$ cat config.mk
export PLATFORM = sky130hd
export DESIGN_NAME = dram_init_seq
export DESIGN_NICKNAME = d
export VERILOG_FILES = /design/src/rtl/dis_pkg.sv /design/src/rtl/dis_datapath.sv /design/src/rtl/dis_ctrl.sv /design/src/rtl/dram_init_seq.sv
export SDC_FILE = /design/constraint.sdc
export NUM_CORES = 1
export LEC_CHECK = 0
export BUFFER_PORTS_ARGS = -buffer_cell sky130_fd_sc_hd__buf_2
export CAP_MARGIN = 30
export CELL_PAD_IN_SITES_DETAIL_PLACEMENT = 0
export CELL_PAD_IN_SITES_GLOBAL_PLACEMENT = 1
export CORE_MARGIN = 5
export CORE_UTILIZATION = 40
export DETAILED_ROUTE_END_ITERATION = 7
export GPL_TIMING_DRIVEN = 0
export PLACE_DENSITY = 0.83
export SETUP_SLACK_MARGIN = 0.2
export SLEW_MARGIN = 5
export SYNTH_ARGS = -nofsm -noshare
export SYNTH_HDL_FRONTEND = slang
export SYNTH_SLANG_ARGS = --single-unit
$ cat constraint.sdc
create_clock -name clk -period 3.1 [get_ports clk]
set_clock_uncertainty 0.1 [all_clocks]
set_input_delay 0.62 -clock clk [delete_from_list [all_inputs] [get_ports clk]]
set_output_delay 0.62 -clock clk [all_outputs]
set_load 0.02 [all_outputs]
$ cat src/rtl/dis_pkg.sv
`timescale 1ns/1ps
package dis_pkg;

  localparam int WORD_W   = 32;
  localparam int KIND_LSB = 24;
  localparam int RANK_BIT = 20;
  localparam int BANK_LSB = 16;
  localparam int VAL_W    = 16;

  // number of commands per rank pass
  localparam int DDR2_PASS = 12;
  localparam int LP_PASS   = 5;   // plus one with the optional EMR2 write
  localparam int STEP_W    = $clog2(DDR2_PASS);

  // mode values
  localparam logic [VAL_W-1:0] MV_DLL_ON     = 16'h0400;
  localparam logic [VAL_W-1:0] MV_DLL_RESET  = 16'h0542;
  localparam logic [VAL_W-1:0] MV_DLL_RUN    = 16'h0442;
  localparam logic [VAL_W-1:0] MV_OCD_DFLT   = 16'h0780;
  localparam logic [VAL_W-1:0] MV_LP_MODE    = 16'h0032;
  localparam logic [VAL_W-1:0] MV_LP_EXT     = 16'h0020;

  typedef enum logic [3:0] {
    CMD_MRW  = 4'd0,
    CMD_PALL = 4'd1,
    CMD_AREF = 4'd5,
    CMD_DSEL = 4'd7
  } cmdKind_t;

  typedef struct packed {
    cmdKind_t         kind;
    logic [2:0]       bank;
    logic [VAL_W-1:0] value;
  } stepEntry_t;

  // control -> datapath strobes
  typedef struct packed {
    logic loadCfg;
    logic advance;
    logic loadGap;
    logic tickGap;
  } seqStrobe_t;

  typedef enum logic [1:0] {
    ST_IDLE,
    ST_ISSUE,
    ST_GAP,
    ST_DONE
  } seqState_t;

  function automatic stepEntry_t mkEntry(cmdKind_t k, logic [2:0] b, logic [VAL_W-1:0] v);
    stepEntry_t e;
    e.kind  = k;
    e.bank  = b;
    e.value = v;
    return e;
  endfunction

  function automatic stepEntry_t ddr2Entry(logic [STEP_W-1:0] idx);
    case (idx)
      4'd0:    return mkEntry(CMD_DSEL, 3'd0, '0);
      4'd1:    return mkEntry(CMD_PALL, 3'd0, '0);
      4'd2:    return mkEntry(CMD_MRW,  3'd2, '0);
      4'd3:    return mkEntry(CMD_MRW,  3'd3, '0);
      4'd4:    return mkEntry(CMD_MRW,  3'd1, MV_DLL_ON);
      4'd5:    return mkEntry(CMD_MRW,  3'd0, MV_DLL_RESET);
      4'd6:    return mkEntry(CMD_PALL, 3'd0, '0);
      4'd7:    return mkEntry(CMD_AREF, 3'd0, '0);
      4'd8:    return mkEntry(CMD_AREF, 3'd0, '0);
      4'd9:    return mkEntry(CMD_MRW,  3'd0, MV_DLL_RUN);
      4'd10:   return mkEntry(CMD_MRW,  3'd1, MV_OCD_DFLT);
      default: return mkEntry(CMD_MRW,  3'd1, MV_DLL_ON);
    endcase
  endfunction

  function automatic stepEntry_t lpEntry(logic [STEP_W-1:0] idx);
    case (idx)
      4'd0:    return mkEntry(CMD_DSEL, 3'd0, '0);
      4'd1:    return mkEntry(CMD_PALL, 3'd0, '0);
      4'd2:    return mkEntry(CMD_AREF, 3'd0, '0);
      4'd3:    return mkEntry(CMD_AREF, 3'd0, '0);
      4'd4:    return mkEntry(CMD_MRW,  3'd0, MV_LP_MODE);
      default: return mkEntry(CMD_MRW,  3'd2, MV_LP_EXT);
    endcase
  endfunction

  function automatic logic [WORD_W-1:0] packWord(stepEntry_t e, logic rank);
    logic [WORD_W-1:0] w;
    w                   = '0;
    w[KIND_LSB +: 4]    = e.kind;
    w[RANK_BIT]         = rank;
    w[BANK_LSB +: 3]    = e.bank;
    w[VAL_W-1:0]        = e.value;
    return w;
  endfunction

endpackage

$ cat src/rtl/dis_datapath.sv
`timescale 1ns/1ps
module dis_datapath
  import dis_pkg::*;
#(
  parameter int GAP_W = 8
) (
  input  logic              clk,
  input  logic              rst,
  input  seqStrobe_t        strobe,
  input  logic              twoRank,
  input  logic              lpProfile,
  input  logic              lpEmrsEn,
  input  logic [GAP_W-1:0]  gapCycles,
  output logic [WORD_W-1:0] cmdWord,
  output logic              lastStep,
  output logic              lastRank,
  output logic              gapIsZero,
  output logic              gapExpire
);

  localparam logic [STEP_W-1:0] DDR2_LAST  = STEP_W'(DDR2_PASS - 1);
  localparam logic [STEP_W-1:0] LP_LAST    = STEP_W'(LP_PASS - 1);
  localparam logic [STEP_W-1:0] LP_LAST_EX = STEP_W'(LP_PASS);

  logic              cfgTwoRank;
  logic              cfgLp;
  logic              cfgLpEmrs;
  logic [GAP_W-1:0]  cfgGap;
  logic [STEP_W-1:0] stepIdx;
  logic              rankIdx;
  logic [GAP_W-1:0]  gapCnt;
  logic [STEP_W-1:0] passLast;
  stepEntry_t        curEntry;

  // configuration captured at start
  always_ff @(posedge clk) begin
    if (rst) begin
      cfgTwoRank <= 1'b0;
      cfgLp      <= 1'b0;
      cfgLpEmrs  <= 1'b0;
      cfgGap     <= '0;
    end else if (strobe.loadCfg) begin
      cfgTwoRank <= twoRank;
      cfgLp      <= lpProfile;
      cfgLpEmrs  <= lpEmrsEn;
      cfgGap     <= gapCycles;
    end
  end

  always_comb begin
    if (cfgLp) passLast = cfgLpEmrs ? LP_LAST_EX : LP_LAST;
    else       passLast = DDR2_LAST;
  end

  assign lastStep = (stepIdx == passLast);
  assign lastRank = rankIdx | ~cfgTwoRank;

  // step and rank position
  always_ff @(posedge clk) begin
    if (rst || strobe.loadCfg) begin
      stepIdx <= '0;
      rankIdx <= 1'b0;
    end else if (strobe.advance) begin
      if (lastStep) begin
        stepIdx <= '0;
        rankIdx <= 1'b1;
      end else begin
        stepIdx <= stepIdx + 1'b1;
      end
    end
  end

  // inter-command gap counter
  always_ff @(posedge clk) begin
    if (rst) begin
      gapCnt <= '0;
    end else if (strobe.loadGap) begin
      gapCnt <= cfgGap;
    end else if (strobe.tickGap && gapCnt != '0) begin
      gapCnt <= gapCnt - 1'b1;
    end
  end

  assign gapIsZero = (cfgGap == '0);
  assign gapExpire = (gapCnt <= GAP_W'(1));

  assign curEntry = cfgLp ? lpEntry(stepIdx) : ddr2Entry(stepIdx);
  assign cmdWord  = packWord(curEntry, rankIdx);

endmodule

$ cat src/rtl/dis_ctrl.sv
`timescale 1ns/1ps
module dis_ctrl
  import dis_pkg::*;
(
  input  logic       clk,
  input  logic       rst,
  input  logic       startPulse,
  input  logic       cmdReady,
  input  logic       lastStep,
  input  logic       lastRank,
  input  logic       gapIsZero,
  input  logic       gapExpire,
  output seqStrobe_t strobe,
  output logic       cmdValid,
  output logic       doneFlag
);

  seqState_t state;
  seqState_t stateNxt;

  always_ff @(posedge clk) begin
    if (rst) state <= ST_IDLE;
    else     state <= stateNxt;
  end

  always_comb begin
    stateNxt = state;
    strobe   = '0;
    case (state)
      ST_IDLE, ST_DONE: begin
        if (startPulse) begin
          strobe.loadCfg = 1'b1;
          stateNxt       = ST_ISSUE;
        end
      end
      ST_ISSUE: begin
        if (cmdReady) begin
          if (lastStep && lastRank) begin
            stateNxt = ST_DONE;
          end else begin
            strobe.advance = 1'b1;
            if (gapIsZero) begin
              stateNxt = ST_ISSUE;
            end else begin
              strobe.loadGap = 1'b1;
              stateNxt       = ST_GAP;
            end
          end
        end
      end
      ST_GAP: begin
        strobe.tickGap = 1'b1;
        if (gapExpire) stateNxt = ST_ISSUE;
      end
      default: stateNxt = ST_IDLE;
    endcase
  end

  assign cmdValid = (state == ST_ISSUE);
  assign doneFlag = (state == ST_DONE);

endmodule

$ cat src/rtl/dram_init_seq.sv
`timescale 1ns/1ps
module dram_init_seq
  import dis_pkg::*;
#(
  parameter int GAP_W = 8
) (
  input  logic              clk,
  input  logic              rst,
  input  logic              startPulse,
  input  logic              twoRank,
  input  logic              lpProfile,
  input  logic              lpEmrsEn,
  input  logic [GAP_W-1:0]  gapCycles,
  input  logic              cmdReady,
  output logic              cmdValid,
  output logic [WORD_W-1:0] cmdWord,
  output logic              refreshEn,
  output logic              initDone
);

  seqStrobe_t strobe;
  logic       lastStep;
  logic       lastRank;
  logic       gapIsZero;
  logic       gapExpire;
  logic       doneFlag;

  dis_ctrl u_ctrl (
    .clk        (clk),
    .rst        (rst),
    .startPulse (startPulse),
    .cmdReady   (cmdReady),
    .lastStep   (lastStep),
    .lastRank   (lastRank),
    .gapIsZero  (gapIsZero),
    .gapExpire  (gapExpire),
    .strobe     (strobe),
    .cmdValid   (cmdValid),
    .doneFlag   (doneFlag)
  );

  dis_datapath #(.GAP_W(GAP_W)) u_dp (
    .clk        (clk),
    .rst        (rst),
    .strobe     (strobe),
    .twoRank    (twoRank),
    .lpProfile  (lpProfile),
    .lpEmrsEn   (lpEmrsEn),
    .gapCycles  (gapCycles),
    .cmdWord    (cmdWord),
    .lastStep   (lastStep),
    .lastRank   (lastRank),
    .gapIsZero  (gapIsZero),
    .gapExpire  (gapExpire)
  );

  assign refreshEn = doneFlag;
  assign initDone  = doneFlag;

endmodule

# ---- Yosys cells after proc, flatten, opt, wreduce, memory -nomap -nowiden
# Memory sizes are Yosys's and may differ from the RTL's. A register that Yosys moved wholly into a read port is not among the register bits.
# Cells that the tools add are included.
dict set report word_totals {
  reg_bits 26
  romBits 176
  input_bits 15
  n_memories 1
}
# name words word_bits read_ports rd_ports_with_merged_regs wr line
set mem_list {}
lappend mem_list {{(no name shown)} 16 11 1 1 0 dis_pkg.sv:60} ;# case (idx)
dict set report classes {
  n_addsub 2
  magnitude_cmp 1
  eq_ne 11
  muxes 22
  n_bitwise 2
  reduce_logical 12
}
# operator count
set ops {}
lappend ops {{22-bit one-hot mux with 4 select lines} 1}
lappend ops {{23-bit 2-to-1 mux} 1}
lappend ops {{2-bit 2-to-1 mux} 8}
lappend ops {{4-bit 2-to-1 mux} 4}
lappend ops {{8-bit 2-to-1 mux} 2}
lappend ops {{4-bit by 2-bit == test with 1-bit output (second input constant)} 2}
lappend ops {{8-bit by 1-bit less-or-equal comparator with 1-bit output (second input constant)} 1}
lappend ops {{8-bit zero test} 1}
lappend ops {{8-bit nonzero test} 1}
lappend ops {{8-bit by 1-bit subtractor with 8-bit output (second input constant)} 1}
lappend ops {{2-bit != test (second input constant)} 3}
lappend ops {{2-bit one-hot mux with 3 select lines} 1}
lappend ops {{1-bit 2-to-1 mux} 5}
lappend ops {{4-bit by 1-bit adder with 4-bit output (second input constant)} 1}
lappend ops {{2-bit == test (second input constant)} 2}
lappend ops {{4-bit by 1-bit == test with 1-bit output (second input constant)} 1}
lappend ops {{4-bit by 3-bit == test with 1-bit output (second input constant)} 1}
lappend ops {{4-bit == test} 1}
lappend ops {{4-bit zero test} 1}
lappend ops {{2-bit OR reduction} 2}
lappend ops {{3-bit AND reduction} 1}
lappend ops {{2-bit by 1-bit == test with 1-bit output (second input constant)} 1}
lappend ops {{1-bit logical AND} 2}
lappend ops {{2-bit zero test} 1}
lappend ops {{other kinds (5)} 5}

# ---- Longest topological paths before layout
dict set report depth {
  depth_word 9
  depth_mapped 11
  ltp_nobuf 10
}

# ---- Cells and area by module
# A second synthesis with hierarchy kept.
dict set report unflattened {
  cells_unflattened 253
  hier_area_um2 2058.2
}
# module n_inst cells_per_inst area_each_um2 seq_area_each_um2
set by_module_without_submodules {}
lappend by_module_without_submodules {dis_datapath 1 229 1866.8 660.6}
lappend by_module_without_submodules {dis_ctrl 1 23 183.9 40.0}
lappend by_module_without_submodules {dram_init_seq 1 1 7.5 0.0}

# ---- Worst setup path before layout
# Ideal clock, no wire load.
dict set report synth_timing {
  path_type {register to output}
  from {register u_dp.stepIdx[0]}
  to {output port cmdWord[17]}
  t_arrival_ps 1708
  path_slack_ps 672
  stages_incl_launch_ff 9
  path_cell_list {dfxtp_1 > buf_2 > clkinv_1 > ha_1 > nor3_1 > nor2_1 > nor2_1 > nor2_1 > a21oi_1}
}
dict set report synth_via {
  elab_chain_len 4
}
# item line
set synth_lines {}
lappend synth_lines {{start, declared} dis_datapath.sv:29} ;# logic [STEP_W-1:0] stepIdx;
lappend synth_lines {{start signal, assigned} dis_datapath.sv:68} ;# stepIdx <= stepIdx + 1'b1;
lappend synth_lines {{4-bit by 2-bit == test with 1-bit output} dis_pkg.sv:77} ;# case (idx)
lappend synth_lines {{2-bit OR reduction (no line)} n/a}
lappend synth_lines {{22-bit one-hot mux with 4 select lines (*)} dis_pkg.sv:77}
lappend synth_lines {{23-bit 2-to-1 mux (*)} dis_datapath.sv:87} ;# assign curEntry = cfgLp ? lpEntry(stepIdx) : ddr2Entry(stepIdx);
lappend synth_lines {{end, declared} dram_init_seq.sv:16} ;# output logic [WORD_W-1:0] cmdWord,
# Mark *: on every way between the ends. The rest lies on a longest branch, timed or not.

# ---- Worst setup path in the final report
dict set report layout_timing {
  from {register u_dp.stepIdx[0]}
  to {output port cmdWord[24]}
}
# The elaborated chain is that of the path after synthesis.

==> metrics <==
switching pwr=551 µW; Initial DRT Pass Iterations=4; Warnings, synthesis=0; final slew viol count=0; post-synthesis cell count=approximately 270; drt initial violations=roughly 130; Mapped Area=~2200 µm²; root buf cell=clkbuf_8; Final Net Count=about 350; Sw Ratio=0.365; slowest stage cell, crit path=dfxtp_1; DRC Markers=0; leakage power=roughly 0.0012 µW; Logic pwr share=0.355; Crit path buffers/inverters=3; Wirelength per Cell=12.8 µm; Hold Path Origin=u_dp.cfgTwoRank$_SDFFE_PP0P_; synthesis-to-layout area growth=19.9%; vias per inst=~4.9; Sequential Power Share=0.370; global-route wire length before repair=~8500 µm; Post-Place Setup Slack=around 0.4 ns; CP max stage delay=approximately 0.36 ns; RSZ-0062 raised after global routing=false; Post-synth ARST share=0; Crit Path Category=reg2out; Core Rows=27; CTS Hold Bufs=0; clock sinks=35; CP Data Required Time=roughly 2.4 ns; vias=1,948; chip width=roughly 84 µm; Initial Utilization=0.406; max_cap viols=0; worst path cell trace=buf_4 -> clkinv_2 -> ha_2 -> nor4_1 -> nor3_1 -> mux2_2 -> buf_2; uppermost layer routed=met4; Slew @ Worst Pin=roughly 0.56 ns; CP arrival=about 2.1 ns; clk_lat worst skew=slightly below 0.3 ns; post-synthesis sequential area ratio=0.317; Routed Wire Length=just over 5000 µm; WL met2=2290 µm; ranking of synthesized cells by area=dfxtp_1, buf_4, ha_1; Post-DRT Antenna Nets=0; vias in the first global route=around 1,900; H-tree levels=2; run status=completed; internal power=~960 µW; distinct cell type count after synthesis=55; EDFF count, synth=0; Post-DP HPWL=roughly 3900 µm; wl on met1=2400 µm; worst flop-to-flop path startpoint=u_dp.stepIdx[3]$_SDFFE_PP0N_; gpl congestion=between 0.7 and 0.8; IO Pins=50; Final Hold Fails=0; #FFs+latches synth=35; die height=84.3 µm; slew margin rel.=0.623; maximum clock path buffer count=2; f_max=approximately 360 MHz; power per standard cell area=approximately 570 nW/µm²; CP endpoint kind=primary output; largest net degree at the start of global routing=13; Clock Pin Slew Worst Setup and Hold Paths=~0.070 ns; final setup margin=0.326 ns; final period utilization=0.895; all-layer global routing usage=0.145; maximum VDD drop=0.260 mV; HP Class=reg2reg; grt ovf=0; initial antenna violation count=0; Synth top area share=0.317; met3 wire length=322 µm; setup TNS=0 ns; cts bufs inserted=5; Clock power frac=0.275; Syn Area/Cell=between 8 and 9 µm²; Crit path max-delay family=buffers and inverters; worst setup path start=u_dp.stepIdx[0]$_SDFFE_PP0N_; die area=about 7100 µm²; largest area contributor in the synthesized netlist=dfxtp_1; crit start category=flop; fin crit period=2.77 ns; TritonCTS clock tree=built; Crit Path Max Fanout=10; Buffers on Ports=31; core area=around 5400 µm²; share of cells above drive strength 1=0.246; Top FF cell, synth=dfxtp_1; antenna cells=0; setup violators final=0
## power groups by stage
stage	Sequential [µW]	Clock [µW]	Combinational, µW
after floorplan	556	0	418
after global routing	568	439	599
after global placement	566	0	523
after detailed placement	569	0	527
after CTS	559	423	534
final	558	415	536
## area by class of cell
cell class,count,area [µm²]
clock inverters,3,43.8
well taps,72,90.1
multi-input cells,205,1330
flip-flops and latches,35,701
repair buffers,31,155
fillers,553,2790
plain buffers,33,210
clock buffers,5,68.8
inverters,13,50.0
## final timing paths
path                                       end  slack [ns]  depth (start not counted)
setup / recovery                   cmdWord[24]        0.33                          7
hold reg to reg   u_dp.cfgTwoRank$_SDFFE_PP0P_        0.37                          2
hold / removal    u_dp.cfgTwoRank$_SDFFE_PP0P_        0.37                          2
setup reg to reg                          flop        0.58                          8
## what timing repair did
item	in CTS	in global routing
buffers inserted	0	0
resized for setup	3	5
endpoints found under the setup margin	2	5
pin swaps	0	0
## metrics by stage
| step | hold slack [ns] | cell area, µm² | utilization | cells | power [µW] |
|---|---|---|---|---|---|
| after floorplan | 0.345 | 2270 | - | 286 | 974 |
| after global placement | 0.362 | 2520 | 0.463 | 389 | 1090 |
| after detailed placement | 0.363 | 2520 | 0.463 | 389 | 1100 |
| after CTS | 0.374 | 2640 | 0.485 | 397 | 1510 |
| after global routing | 0.405 | 2650 | 0.487 | 397 | 1610 |
| final | 0.375 | 2650 | 0.487 | 397 | 1510 |
## cells in the final DEF (no fill, tap or decap), drive strengths merged, types with 11 or more instances in the layout
cell,synthesis,layout
nor3,11,11
nor2,19,19
inv,12,12
clkbuf,9,14
a21oi,18,18
conb,1,18
dfxtp,35,35
buf,24,55
nand2,30,30
ha,12,12
## cells by family (layout without fill, tap and decap cells)
family,after synthesis,in the layout,synth area share
AND/OR/NAND/NOR,102,102,0.239
AO/OA/AOI/OAI,53,53,0.174
buffers and inverters,46,85,0.115
flip-flops,35,35,0.317
adder cells (fa/ha/maj),12,12,0.0679
XOR/XNOR,12,12,0.0475
multiplexers,8,8,0.0385
other,1,18,0.00170
## cells in the mapped netlist, drive strengths merged, types with 4 or more instances
cell type,count
nor2,19
dfxtp,35
and2,4
buf,24
ha,12
xor2,4
nor4,5
o21ai,6
nor3,11
clkbuf,9
mux2i,4
xnor2,8
nor2b,8
nand3,6
a211oi,8
a21oi,18
mux2,4
inv,12
nand2,30
## routing by layer
metal  vias up  global-route usage
met5         -                   0
met4         0              0.0619
met3         9              0.0294
met2        67               0.227
met1       867               0.192
li1       1005                   -
## worst register-to-register path, cell delays in order, from the launching register on
cell       delay (ns)
dfxtp_1          0.31
clkbuf_1         0.38
nand4bb_1        0.25
o22ai_1          0.18
a311oi_2         0.50
and2_1           0.23
inv_1            0.05
ha_1             0.26
mux2i_1          0.18
No activity file was read; power rests on OpenSTA's default activity.
